### src/rtl/reload_timer_pkg.sv
`timescale 1ns/1ps
// Package: register bit positions and control fields shared by the timer.
// Assumes 32-bit control and status registers.
package reload_timer_pkg;
    localparam int REG_W         = 32;
    localparam int CTRL_EN_BIT   = 26;
    localparam int CTRL_REARM_BIT = 22;
    localparam int STS_EXP_BIT   = 27;

    typedef struct packed {
        logic en;
        logic rearm;
    } tmr_ctrl_t;
endpackage

### src/rtl/reload_timer_count.sv
`timescale 1ns/1ps
// Module: down-counter with a stored reload value and a run state.
// Assumes the control fields are already registered. Produces a one-cycle
// expiry pulse on the tick that ends a period.
module reload_timer_count
    import reload_timer_pkg::*;
#(
    parameter int CNT_W = 16
) (
    input  logic             clk,
    input  logic             rst_n,
    input  logic             tick_i,
    input  logic             load_i,
    input  logic [CNT_W-1:0] load_val_i,
    input  tmr_ctrl_t        ctrl_i,
    output logic [CNT_W-1:0] count_o,
    output logic             expire_o
);
    localparam logic [CNT_W-1:0] ONE = CNT_W'(1);

    logic [CNT_W-1:0] cnt_q;
    logic [CNT_W-1:0] reload_q;
    logic             run_q;
    logic             step;

    // A step happens only when the timer is armed, enabled and ticked.
    always_comb begin
        step     = run_q && ctrl_i.en && tick_i && !load_i;
        expire_o = step && (cnt_q == ONE);
    end

    // Count, reload storage and run state.
    always_ff @(posedge clk) begin
        if (!rst_n) begin
            cnt_q    <= '0;
            reload_q <= '0;
            run_q    <= 1'b0;
        end else if (load_i) begin
            reload_q <= load_val_i;
            cnt_q    <= load_val_i;
            run_q    <= (load_val_i > ONE);
        end else if (step) begin
            if (cnt_q == ONE) begin
                if (ctrl_i.rearm) begin
                    cnt_q <= reload_q;
                end else begin
                    cnt_q <= '0;
                    run_q <= 1'b0;
                end
            end else begin
                cnt_q <= cnt_q - ONE;
            end
        end
    end

    assign count_o = cnt_q;

    AST_HOLD_NO_TICK: assert property (@(posedge clk) disable iff (!rst_n)
        (!tick_i && !load_i) |=> $stable(cnt_q));
    AST_FROZEN_WHEN_OFF: assert property (@(posedge clk) disable iff (!rst_n)
        (!ctrl_i.en && !load_i) |=> $stable(cnt_q));
    AST_SMALL_RELOAD_IDLE: assert property (@(posedge clk) disable iff (!rst_n)
        (reload_q <= ONE) |-> !expire_o);
    AST_ONESHOT_STOP: assert property (@(posedge clk) disable iff (!rst_n)
        (expire_o && !ctrl_i.rearm) |=> (cnt_q == '0));
    AST_REARM_VALUE: assert property (@(posedge clk) disable iff (!rst_n)
        (expire_o && ctrl_i.rearm) |=> (cnt_q == $past(reload_q)));
    AST_LOAD_TAKES: assert property (@(posedge clk) disable iff (!rst_n)
        load_i |=> (cnt_q == $past(load_val_i)));
endmodule

### src/rtl/reload_timer_csr.sv
`timescale 1ns/1ps
// Module: control register (enable, re-arm) and status register with the
// write-one-to-clear expiry flag. An expiry wins over a clear in one cycle.
module reload_timer_csr
    import reload_timer_pkg::*;
(
    input  logic             clk,
    input  logic             rst_n,
    input  logic             ctrl_we_i,
    input  logic [REG_W-1:0] ctrl_wdata_i,
    input  logic             stat_we_i,
    input  logic [REG_W-1:0] stat_wdata_i,
    input  logic             expire_i,
    output tmr_ctrl_t        ctrl_o,
    output logic [REG_W-1:0] ctrl_rdata_o,
    output logic [REG_W-1:0] stat_rdata_o,
    output logic             irq_o
);
    tmr_ctrl_t ctrl_q;
    logic      sts_q;
    logic      unused_wbits;

    // Control register capture.
    always_ff @(posedge clk) begin
        if (!rst_n) begin
            ctrl_q <= '0;
        end else if (ctrl_we_i) begin
            ctrl_q.en    <= ctrl_wdata_i[CTRL_EN_BIT];
            ctrl_q.rearm <= ctrl_wdata_i[CTRL_REARM_BIT];
        end
    end

    // Expiry flag: set by expiry, cleared by writing one.
    always_ff @(posedge clk) begin
        if (!rst_n) begin
            sts_q <= 1'b0;
        end else if (expire_i) begin
            sts_q <= 1'b1;
        end else if (stat_we_i && stat_wdata_i[STS_EXP_BIT]) begin
            sts_q <= 1'b0;
        end
    end

    // Readback and interrupt request.
    always_comb begin
        ctrl_rdata_o                 = '0;
        ctrl_rdata_o[CTRL_EN_BIT]    = ctrl_q.en;
        ctrl_rdata_o[CTRL_REARM_BIT] = ctrl_q.rearm;
        stat_rdata_o                 = '0;
        stat_rdata_o[STS_EXP_BIT]    = sts_q;
        irq_o                        = sts_q && ctrl_q.en;
    end

    assign ctrl_o       = ctrl_q;
    assign unused_wbits = ^{ctrl_wdata_i, stat_wdata_i};

    AST_EXPIRY_SETS: assert property (@(posedge clk) disable iff (!rst_n)
        expire_i |=> sts_q);
    AST_W1C_CLEARS: assert property (@(posedge clk) disable iff (!rst_n)
        (stat_we_i && stat_wdata_i[STS_EXP_BIT] && !expire_i) |=> !sts_q);
    AST_FLAG_STICKY: assert property (@(posedge clk) disable iff (!rst_n)
        (sts_q && !(stat_we_i && stat_wdata_i[STS_EXP_BIT])) |=> sts_q);
    AST_IRQ_NEEDS_EN: assert property (@(posedge clk) disable iff (!rst_n)
        (ctrl_we_i && !ctrl_wdata_i[CTRL_EN_BIT]) |=> !irq_o);
endmodule

### src/rtl/reload_timer.sv
`timescale 1ns/1ps
// Module: top of the auto-reload interval timer. Joins the counter and the
// register block. Assumes tick_i is a single-cycle enable in the clk domain.
module reload_timer
    import reload_timer_pkg::*;
#(
    parameter int CNT_W = 16
) (
    input  logic             clk,
    input  logic             rst_n,
    input  logic             tick_i,
    input  logic             reload_we_i,
    input  logic [CNT_W-1:0] reload_wdata_i,
    input  logic             ctrl_we_i,
    input  logic [31:0]      ctrl_wdata_i,
    output logic [31:0]      ctrl_rdata_o,
    input  logic             stat_we_i,
    input  logic [31:0]      stat_wdata_i,
    output logic [31:0]      stat_rdata_o,
    output logic [CNT_W-1:0] count_o,
    output logic             irq_o
);
    tmr_ctrl_t ctrl;
    logic      expire;

    reload_timer_count #(.CNT_W(CNT_W)) u_count (
        .clk        (clk),
        .rst_n      (rst_n),
        .tick_i     (tick_i),
        .load_i     (reload_we_i),
        .load_val_i (reload_wdata_i),
        .ctrl_i     (ctrl),
        .count_o    (count_o),
        .expire_o   (expire)
    );

    reload_timer_csr u_csr (
        .clk          (clk),
        .rst_n        (rst_n),
        .ctrl_we_i    (ctrl_we_i),
        .ctrl_wdata_i (ctrl_wdata_i),
        .stat_we_i    (stat_we_i),
        .stat_wdata_i (stat_wdata_i),
        .expire_i     (expire),
        .ctrl_o       (ctrl),
        .ctrl_rdata_o (ctrl_rdata_o),
        .stat_rdata_o (stat_rdata_o),
        .irq_o        (irq_o)
    );
endmodule

### config.mk
export PLATFORM = sky130hd
export DESIGN_NAME = reload_timer
export DESIGN_NICKNAME = d
export VERILOG_FILES = /design/src/rtl/reload_timer_pkg.sv /design/src/rtl/reload_timer_count.sv /design/src/rtl/reload_timer_csr.sv /design/src/rtl/reload_timer.sv
export SDC_FILE = /design/constraint.sdc
export NUM_CORES = 1
export LEC_CHECK = 0
export ABC_CLOCK_PERIOD_IN_PS = 3200
export BUFFER_PORTS_ARGS = -buffer_cell sky130_fd_sc_hd__buf_2
export CORE_ASPECT_RATIO = 0.75
export CORE_MARGIN = 2
export CORE_UTILIZATION = 47
export CTS_BUF_LIST = sky130_fd_sc_hd__clkbuf_2 sky130_fd_sc_hd__clkbuf_4 sky130_fd_sc_hd__clkbuf_8
export DETAILED_ROUTE_END_ITERATION = 6
export PLACE_DENSITY = 0.88
export SLEW_MARGIN = 5
export SYNTH_ARGS = -nofsm -noshare
export SYNTH_HDL_FRONTEND = slang
export SYNTH_SLANG_ARGS = --single-unit
### constraint.sdc
create_clock -name clk -period 3.2 [get_ports clk]
set_input_delay 0.32 -clock clk [delete_from_list [all_inputs] [get_ports clk]]
set_output_delay 0.32 -clock clk [all_outputs]
set_load 0.05 [all_outputs]
* Word-level counts from Yosys, hierarchy flattened
Index checks and enable logic that the tools add are counted.
** Storage, ports and cells
- Bits of input ports :: 86
- Register bits after elaboration :: 36
- Bits in writable memories :: 0
- Latch bits :: 0
- Logic and storage cells :: 31
- Output and inout port bits :: 81
- Memories kept :: 0
- ROM bits :: 0
** Operators by class
- Reduce and logical (&&, ||, !) cells :: 11
- Shift operators :: 0
- Bitwise gates (word level) :: 0
- Multiply operators :: 0
- Divide/modulo/power cells :: 0
- Multiplexer cells :: 10
- $lt $le $gt $ge :: 1
- Eq/ne operators :: 2
- Add/sub/neg operators :: 1
** Operator list (number)
- $mux 16 :: 4
- $eq 16x1->1 const B :: 1
- $gt 16x1->1 const B :: 1
- $sub 16x1->16 const B :: 1
- $logic_and 1x1->1 :: 6
- $mux 1 :: 6
- $reduce_bool 2->1 :: 3
- $reduce_and 3->1 :: 1
- $ne 2x2->1 const B :: 1
- $logic_not 1->1 :: 1

* Longest topological paths before layout
Gate-level depths: netlist of run 1.
- Word-level depth :: 5
- Gate-level depth with buffers :: 9
- Depth with buffers taken out :: 7

* Cells and area by module
From an unflattened synthesis of run 1, not the netlist that was laid out.
** Second synthesis, totals
- Cells, all modules :: 300
- Area total of the unflattened synthesis :: 2471.1 um2
** Modules (own cells, without submodules)
- reload_timer_count :: instances 1, area each 1873.0 um2, seq. area each 660.6 um2, cells each 224
- reload_timer_csr :: instances 1, area each 598.1 um2, seq. area each 60.1 um2, cells each 76

* Least setup slack after synthesis of run 1
No wires, ideal clock.
- Path type :: register to register
- From :: register u_count.cnt_q[1] (netlist: u_count.count_o[1])
- To :: register u_count.cnt_q[13] (netlist: u_count.count_o[13])
- Clock period less this slack :: 2.142 ns
- Library setup time :: 0.092 ns
- Stages on the path, launching flop included :: 9
- Buffers on the path :: 1
- Slack :: 1.058 ns
- Required time :: 3.108 ns
- Arrival time :: 2.050 ns
- Path through :: dfxtp_1 inv_1 ha_1 nor4b_2 and4_1 buf_4 nor4_1 a311oi_1 o32ai_1
** On the way
- Cells in the longest elaborated chain, start to end :: 4
- Elaborated cells between the ends (all ways) :: 5
- Classes of those cells :: add/sub (1); eq/ne (1); mux (3)
** Ends and longest elaborated chain
- start, declared :: line reload_timer_count.sv:21 : logic [CNT_W-1:0] cnt_q;
- start signal, assigned :: line reload_timer_count.sv:40 : cnt_q <= load_val_i;
- start signal, assigned :: line reload_timer_count.sv:45 : cnt_q <= reload_q;
- start signal, assigned :: line reload_timer_count.sv:51 : cnt_q <= cnt_q - ONE;
- $sub 16x1->16 or $eq 16x1->1 (tied branches) :: line reload_timer_count.sv:51, reload_timer_count.sv:43
- $mux 16 * :: line reload_timer_count.sv:43 : if (cnt_q == ONE) begin
- $mux 16 * :: line reload_timer_count.sv:42 : end else if (step) begin
- $mux 16 * :: line reload_timer_count.sv:38 : end else if (load_i) begin
Every way passes the cells marked *; elsewhere a longest branch is shown, timed or not. The select of a mux whose other input is x is not followed.
A chain may end at the register's enable or synchronous reset.

* Final worst setup path of run 1
- From :: register u_count.cnt_q[0] (netlist: u_count.count_o[0])
- To :: register u_count.cnt_q[10] (netlist: u_count.count_o[10])
The elaborated chain is that of the path after synthesis.

==> results.json, run 1 <==
{
  "synth_cells": 301,
  "fin_area_mm2": 0.00263,
  "dr.pass1.iters": 5,
  "postCtsSetupRepairBufs": 0,
  "detail-route-antenna-nets": 0,
  "grtUsageTotal_pct": 20.8,
  "h-tree-depth": 2,
  "cts.clk_slew.worst_paths_ns": 0.07,
  "numPlacedInstances": 406,
  "vias": 2234,
  "power_density_mw_per_mm2": 478,
  "fin_cells": 411,
  "syn_area_mm2": 0.00255,
  "die_x_um": 89.1,
  "final_nets": 426,
  "post-route-util_pct": 49.7,
  "synth_cell_types": 57,
  "max_freq_mhz": 403,
  "timing.final.ws_setup_ns": 0.721,
  "grt_pass1_wl_um": 9580,
  "grt_pass1_vias": 1995,
  "ys_seq_area_share_pct": 28.2,
  "cts_resized": 0,
  "final_hold_viol_count": 0,
  "antenna_found_initial": 0,
  "leakagePower_nw": 1.19,
  "clock-sinks": 36,
  "critPathRequiredTime_ns": 3.38,
  "worstMarginPinSlew_ns": 0.719,
  "synth_edf_count": 0,
  "slew_headroom_pct": 52.0,
  "startpoint_type": "flop",
  "drc": 0,
  "cts_buffers": 5,
  "synth_warnings": 0,
  "dr.first_iter.drc_count": 285,
  "cts_tree": "built",
  "setup_violations": 0,
  "async_flop_share_pct": 0,
  "synth_flop_cell": "dfxtp_1",
  "irDropWorstVdd_v": 0.000177,
  "clock-root-buffer": "clkbuf_8",
  "critical_path_arrival_ns": 2.66,
  "ys_ff_latch": 36,
  "period_share_pct": 77.5,
  "critPathKind": "reg -> reg",
  "rsz0062_at_grt": "no",
  "hp-class": "in -> reg",
  "wirelength_um": 6130,
  "cp-end-kind": "flop",
  "fin_skew_ns": 0.00857,
  "clockBufferDepth": 2,
  "postPlaceCellArea_mm2": 0.00256,
  "tns_ns": 0,
  "clock_latency_ns": 0.29,
  "rows": 23,
  "cp_max_fo": 16,
  "drv_slew": 0,
  "antenna_cells": 0,
  "fin_crit_ns": 2.48,
  "ios": 167,
  "hold_buffers": 0,
  "die_h_um": 67.8,
  "overflow": 0,
  "port_buffers": 44,
  "grt_max_degree": 41,
  "vias_per_cell": 5.44,
  "start_util_pct": 48.2,
  "dpl_worst_slack_ns": 0.784,
  "drive_gt1_share_pct": 19.0,
  "globalplace.congestion": 0.876,
  "area_growth_pct": 3.14,
  "core-area_mm2": 0.00530,
  "die_area_mm2": 0.00604,
  "status": "finished clean",
  "postSynthAreaPerCell_um2": 8.48,
  "hpwl_um": 4410,
  "drv_cap": 0,
  "wl_per_cell_um": 14.9
}
==> cells by family (layout without fill, tap and decap cells) <==
logic type	after synthesis	in the layout	share of synthesized area, %
and+or+nand+nor	91	91	21.9
adders and majority gates	2	2	0.980
xor gates and xnor gates	5	5	1.72
buffers and inverters	82	57	22.5
muxes	17	17	6.67
AOI/OAI and AO/OA	67	67	17.9
other	1	61	0.147
DFF	36	36	28.2
==> power by group <==
part	internal, mW	total (mW)	switching, mW	leakage, nW
sequential	0.477	0.522	0.0448	0.297
clock	0.140	0.290	0.150	0.0359
combinational	0.109	0.445	0.337	0.860
==> through the flow <==
stage          hold slack, ns  total power [mW]
6_report                0.289              1.26
5_1_grt                 0.330              1.31
4_1_cts                 0.285              1.25
3_5_place_dp            0.472             0.969
3_3_place_gp            0.462             0.957
2_1_floorplan           0.453             0.949
==> layout by cell type, fill, tap and decap left out, types with 4 or more instances in the layout <==
cell type | netlist | layout
conb_1 | 1 | 61
buf_2 | 5 | 44
dfxtp_1 | 36 | 36
nand2_1 | 22 | 22
nor2b_1 | 18 | 18
mux2i_1 | 17 | 17
a21oi_1 | 14 | 14
nor2_1 | 11 | 11
a31oi_1 | 9 | 9
a22o_1 | 8 | 8
o21ai_1 | 7 | 7
nor3_1 | 6 | 6
nand3_1 | 6 | 6
nor4_1 | 5 | 5
o31ai_1 | 5 | 5
clkbuf_8 | 0 | 5
nand4_1 | 4 | 4
a311oi_1 | 4 | 4
xnor2_1 | 4 | 4
buf_4 | 65 | 4
==> metal layers <==
layer	global-route usage, %	routed length, um	share of wire (%)	vias up
met5	0	0	0	-
met4	7.65	98	1.6	0
met3	5.07	666	11	18
met2	31.3	2700	44	154
met1	28.8	2670	44	1029
li1	-	-	-	1033
==> area by class of cell <==
type / count / area (um2)
repair buffers: 48 / 250
fillers: 523 / 2660
inverters: 4 / 15.0
multi-input cells: 243 / 1480
flip-flops and latches: 36 / 721
well taps: 75 / 93.8
clock buffers: 5 / 68.8
==> registers in the layout, indices dropped and copies added (netlist names) <==
| name | flops |
|---|---|
| u_count.count_o | 16 |
| u_count.reload_q | 16 |
| u_csr.ctrl_o | 2 |
| u_count.run_q | 1 |
| u_csr.sts_q | 1 |
==> worst max-delay path: stages, from the launching register on <==
cell,delay (ns)
dfxtp_1,0.48
ha_1,0.22
nor4b_2,0.42
and4_1,0.71
nor3_1,0.14
a311oi_1,0.30
o31ai_1,0.10
==> final timing paths <==
| check | from | end | slack (ns) | cells past startpoint |
|---|---|---|---|---|
| min | ctrl_wdata_i[26] | u_csr.ctrl_o[1] | 0.29 | 3 |
| max | u_count.count_o[0] | u_count.count_o[10] | 0.72 | 6 |
| max reg2reg | u_count.count_o[0] | u_count.count_o[10] | 0.72 | 6 |
| min reg2reg | u_count.reload_q[0] | u_count.count_o[0] | 0.49 | 2 |
==> synth_stat cells (2+ instances only) <==
master,instances,area (um2)
nor4_1,5,31.3
nor3_2,2,20.0
buf_4,65,488
nor2b_1,18,113
xnor2_1,4,35.0
dfxtp_1,36,721
a22o_1,8,70.1
o31ai_1,5,37.5
inv_1,3,11.3
nor4_4,2,42.5
mux2i_1,17,170
buf_6,2,22.5
or3_1,2,12.5
clkbuf_1,5,18.8
o221ai_1,3,26.3
o21ai_0,3,15.0
o21ai_1,7,35.0
nor2_1,11,41.3
nand4_1,4,25.0
a21oi_1,14,70.1
nand3_1,6,30.0
o22ai_1,2,12.5
a311oi_1,4,35.0
a31oi_1,9,56.3
buf_2,5,25.0
nor3_1,6,30.0
ha_1,2,25.0
nand2_1,22,82.6
Note: power is estimated with default switching activity, not from simulation.
==> inputs of run 2 (changes only) <==
--- a/config.mk
+++ b/config.mk
@@ -5,14 +5,14 @@
 export SDC_FILE = /design/constraint.sdc
 export NUM_CORES = 1
 export LEC_CHECK = 0
-export ABC_CLOCK_PERIOD_IN_PS = 3200
+export ABC_CLOCK_PERIOD_IN_PS = 2400
 export BUFFER_PORTS_ARGS = -buffer_cell sky130_fd_sc_hd__buf_2
 export CORE_ASPECT_RATIO = 0.75
 export CORE_MARGIN = 2
-export CORE_UTILIZATION = 47
+export CORE_UTILIZATION = 44
 export CTS_BUF_LIST = sky130_fd_sc_hd__clkbuf_2 sky130_fd_sc_hd__clkbuf_4 sky130_fd_sc_hd__clkbuf_8
 export DETAILED_ROUTE_END_ITERATION = 6
-export PLACE_DENSITY = 0.88
+export PLACE_DENSITY = 0.83
 export SLEW_MARGIN = 5
 export SYNTH_ARGS = -nofsm -noshare
 export SYNTH_HDL_FRONTEND = slang
==> constraint.sdc (replaced) <==
create_clock -name clk -period 2.4 [get_ports clk]
set_input_delay 0.24 -clock clk [delete_from_list [all_inputs] [get_ports clk]]
set_output_delay 0.24 -clock clk [all_outputs]
set_load 0.05 [all_outputs]
==> run 2 against run 1 <==
Net effect: non-clock buffer count is 5 higher; die area is 6.5% higher; worst setup slack worse by 0.37 ns; sequential share of layout area is 0.51 points lower; critical path depth is 2 higher; sequential power is 33% higher; fmax is 21% higher; combinational power is 34% higher; clock power is 48% higher; total power is 37% higher; flip-flop and latch count stayed put; largest cell class unchanged; highest routed layer unchanged.
==> results.json, run 2 (synthesized netlist as in run 1, its figures left out) <==
{
  "postPlaceCellArea_mm2": 0.00260,
  "start_util_pct": 46.7,
  "dr.pass1.iters": 4,
  "cts.clk_slew.worst_paths_ns": 0.08,
  "tns_ns": 0,
  "port_buffers": 44,
  "grt_pass1_vias": 1905,
  "wirelength_um": 6070,
  "core-area_mm2": 0.00547,
  "drv_cap": 0,
  "die_area_mm2": 0.00643,
  "critPathRequiredTime_ns": 2.62,
  "vias": 2171,
  "antenna_cells": 0,
  "hold_buffers": 0,
  "die_h_um": 70.0,
  "period_share_pct": 85.3,
  "nFillCells": 568,
  "hp-class": "in -> reg",
  "multi_input_area_mm2": 0.00148,
  "rows": 23,
  "clockBufferDepth": 2,
  "area_growth_pct": 5.10,
  "max_freq_mhz": 489,
  "clock-root-buffer": "clkbuf_8",
  "grt_pass1_wl_um": 9560,
  "slowest_stage": "dfxtp_1",
  "final_common_cell": "conb_1",
  "startpoint_type": "flop",
  "leakagePower_nw": 1.23,
  "postCtsSetupRepairBufs": 0,
  "fin_crit_ns": 2.05,
  "cts_tree": "built",
  "critPathKind": "reg -> reg",
  "crit_buf_inv": 2,
  "setup_violations": 0,
  "dr.first_iter.drc_count": 303,
  "grt_max_degree": 40,
  "timing.rr.start": "u_count.count_o[0]",
  "cp-end-kind": "flop",
  "detail-route-antenna-nets": 0,
  "final_nets": 431,
  "antenna_found_initial": 0,
  "status": "finished clean",
  "cts_buffers": 5,
  "drive_gt1_share_pct": 20.7,
  "final_hold_viol_count": 0,
  "slew_headroom_pct": 65.4,
  "drv_slew": 0,
  "die_x_um": 91.9,
  "cts_resized": 0,
  "hold_path_startpoint": "ctrl_wdata_i[22]",
  "crit_family": "simple AND/OR/NAND/NOR gates",
  "h-tree-depth": 2,
  "post-route-util_pct": 49.1,
  "worstMarginPinSlew_ns": 0.515,
  "max_stage_delay_ns": 0.47,
  "clock_latency_ns": 0.30,
  "hpwl_um": 4480,
  "wl_per_cell_um": 14.5,
  "critical_path.cell_chain": "ha_1, nor4b_2, buf_4, and4_1, buf_4, and3_1, a21oi_1, o21ai_1",
  "irDropWorstVdd_v": 0.000309,
  "vias_per_cell": 5.19,
  "cp_max_fo": 12,
  "power_density_mw_per_mm2": 640,
  "rsz0062_at_grt": "no",
  "cp-startpoint": "u_count.count_o[0]",
  "globalplace.congestion": 0.900,
  "clock-sinks": 36,
  "fin_area_mm2": 0.00268,
  "overflow": 0,
  "fin_skew_ns": 0.0113,
  "drc": 0,
  "critical_path_arrival_ns": 2.27,
  "regArea_um2": 721,
  "ios": 167,
  "grtUsageTotal_pct": 18.6,
  "cpMostUsedCell": "buf_4",
  "final_cell_mix": "conb_1 (61), buf_2 (44), dfxtp_1 (36)"
}
[run 2: routing by layer]
layer / global-route usage, % / up-vias / part of all wire, %
li1: - / 1044 / -
met1: 26.6 / 1015 / 44
met2: 27.1 / 104 / 44
met3: 4.53 / 8 / 10
met4: 6.14 / 0 / 1.2
met5: 0 / - / 0
[run 2: worst min-delay path, stage by stage]
cell and delay (ns):
buf_2 0.07, mux2i_1 0.05, nor2b_1 0.09
[run 2: worst paths after layout]
path / cells after the start / endpoint / slack (ns)
worst min register to register: 2 / u_count.reload_q[14] / 0.49
worst max-delay path: 8 / u_count.count_o[7] / 0.35
worst max register to register: 8 / u_count.count_o[7] / 0.35
worst min-delay path: 3 / u_csr.ctrl_o[0] / 0.20
[run 2: final cells by class]
class                      count  share of cell area, %
inverter                       4                  0.560
clock inverter                 1                  0.187
clock buffer                   6                   2.85
timing repair buffer          53                   10.7
tap                           75                   3.50
multi-input combinational    243                   55.3
sequential                    36                   26.9
[run 2: stage by stage]
stage                     cells  hold WS (ns)  setup WS, ns  power, mW
after CTS                   418         0.197         0.393       1.72
after floorplan             361         0.409         0.258       1.27
after global routing        418         0.224         0.225       1.80
after global placement      411         0.461         0.465       1.29
final                       418         0.202         0.354       1.72
after detailed placement    411         0.472         0.415       1.30
[run 2: report_power, final]
| part | switching, mW | internal [mW] |
|---|---|---|
| clock network | 0.219 | 0.209 |
| registers | 0.0563 | 0.636 |
| logic | 0.447 | 0.151 |
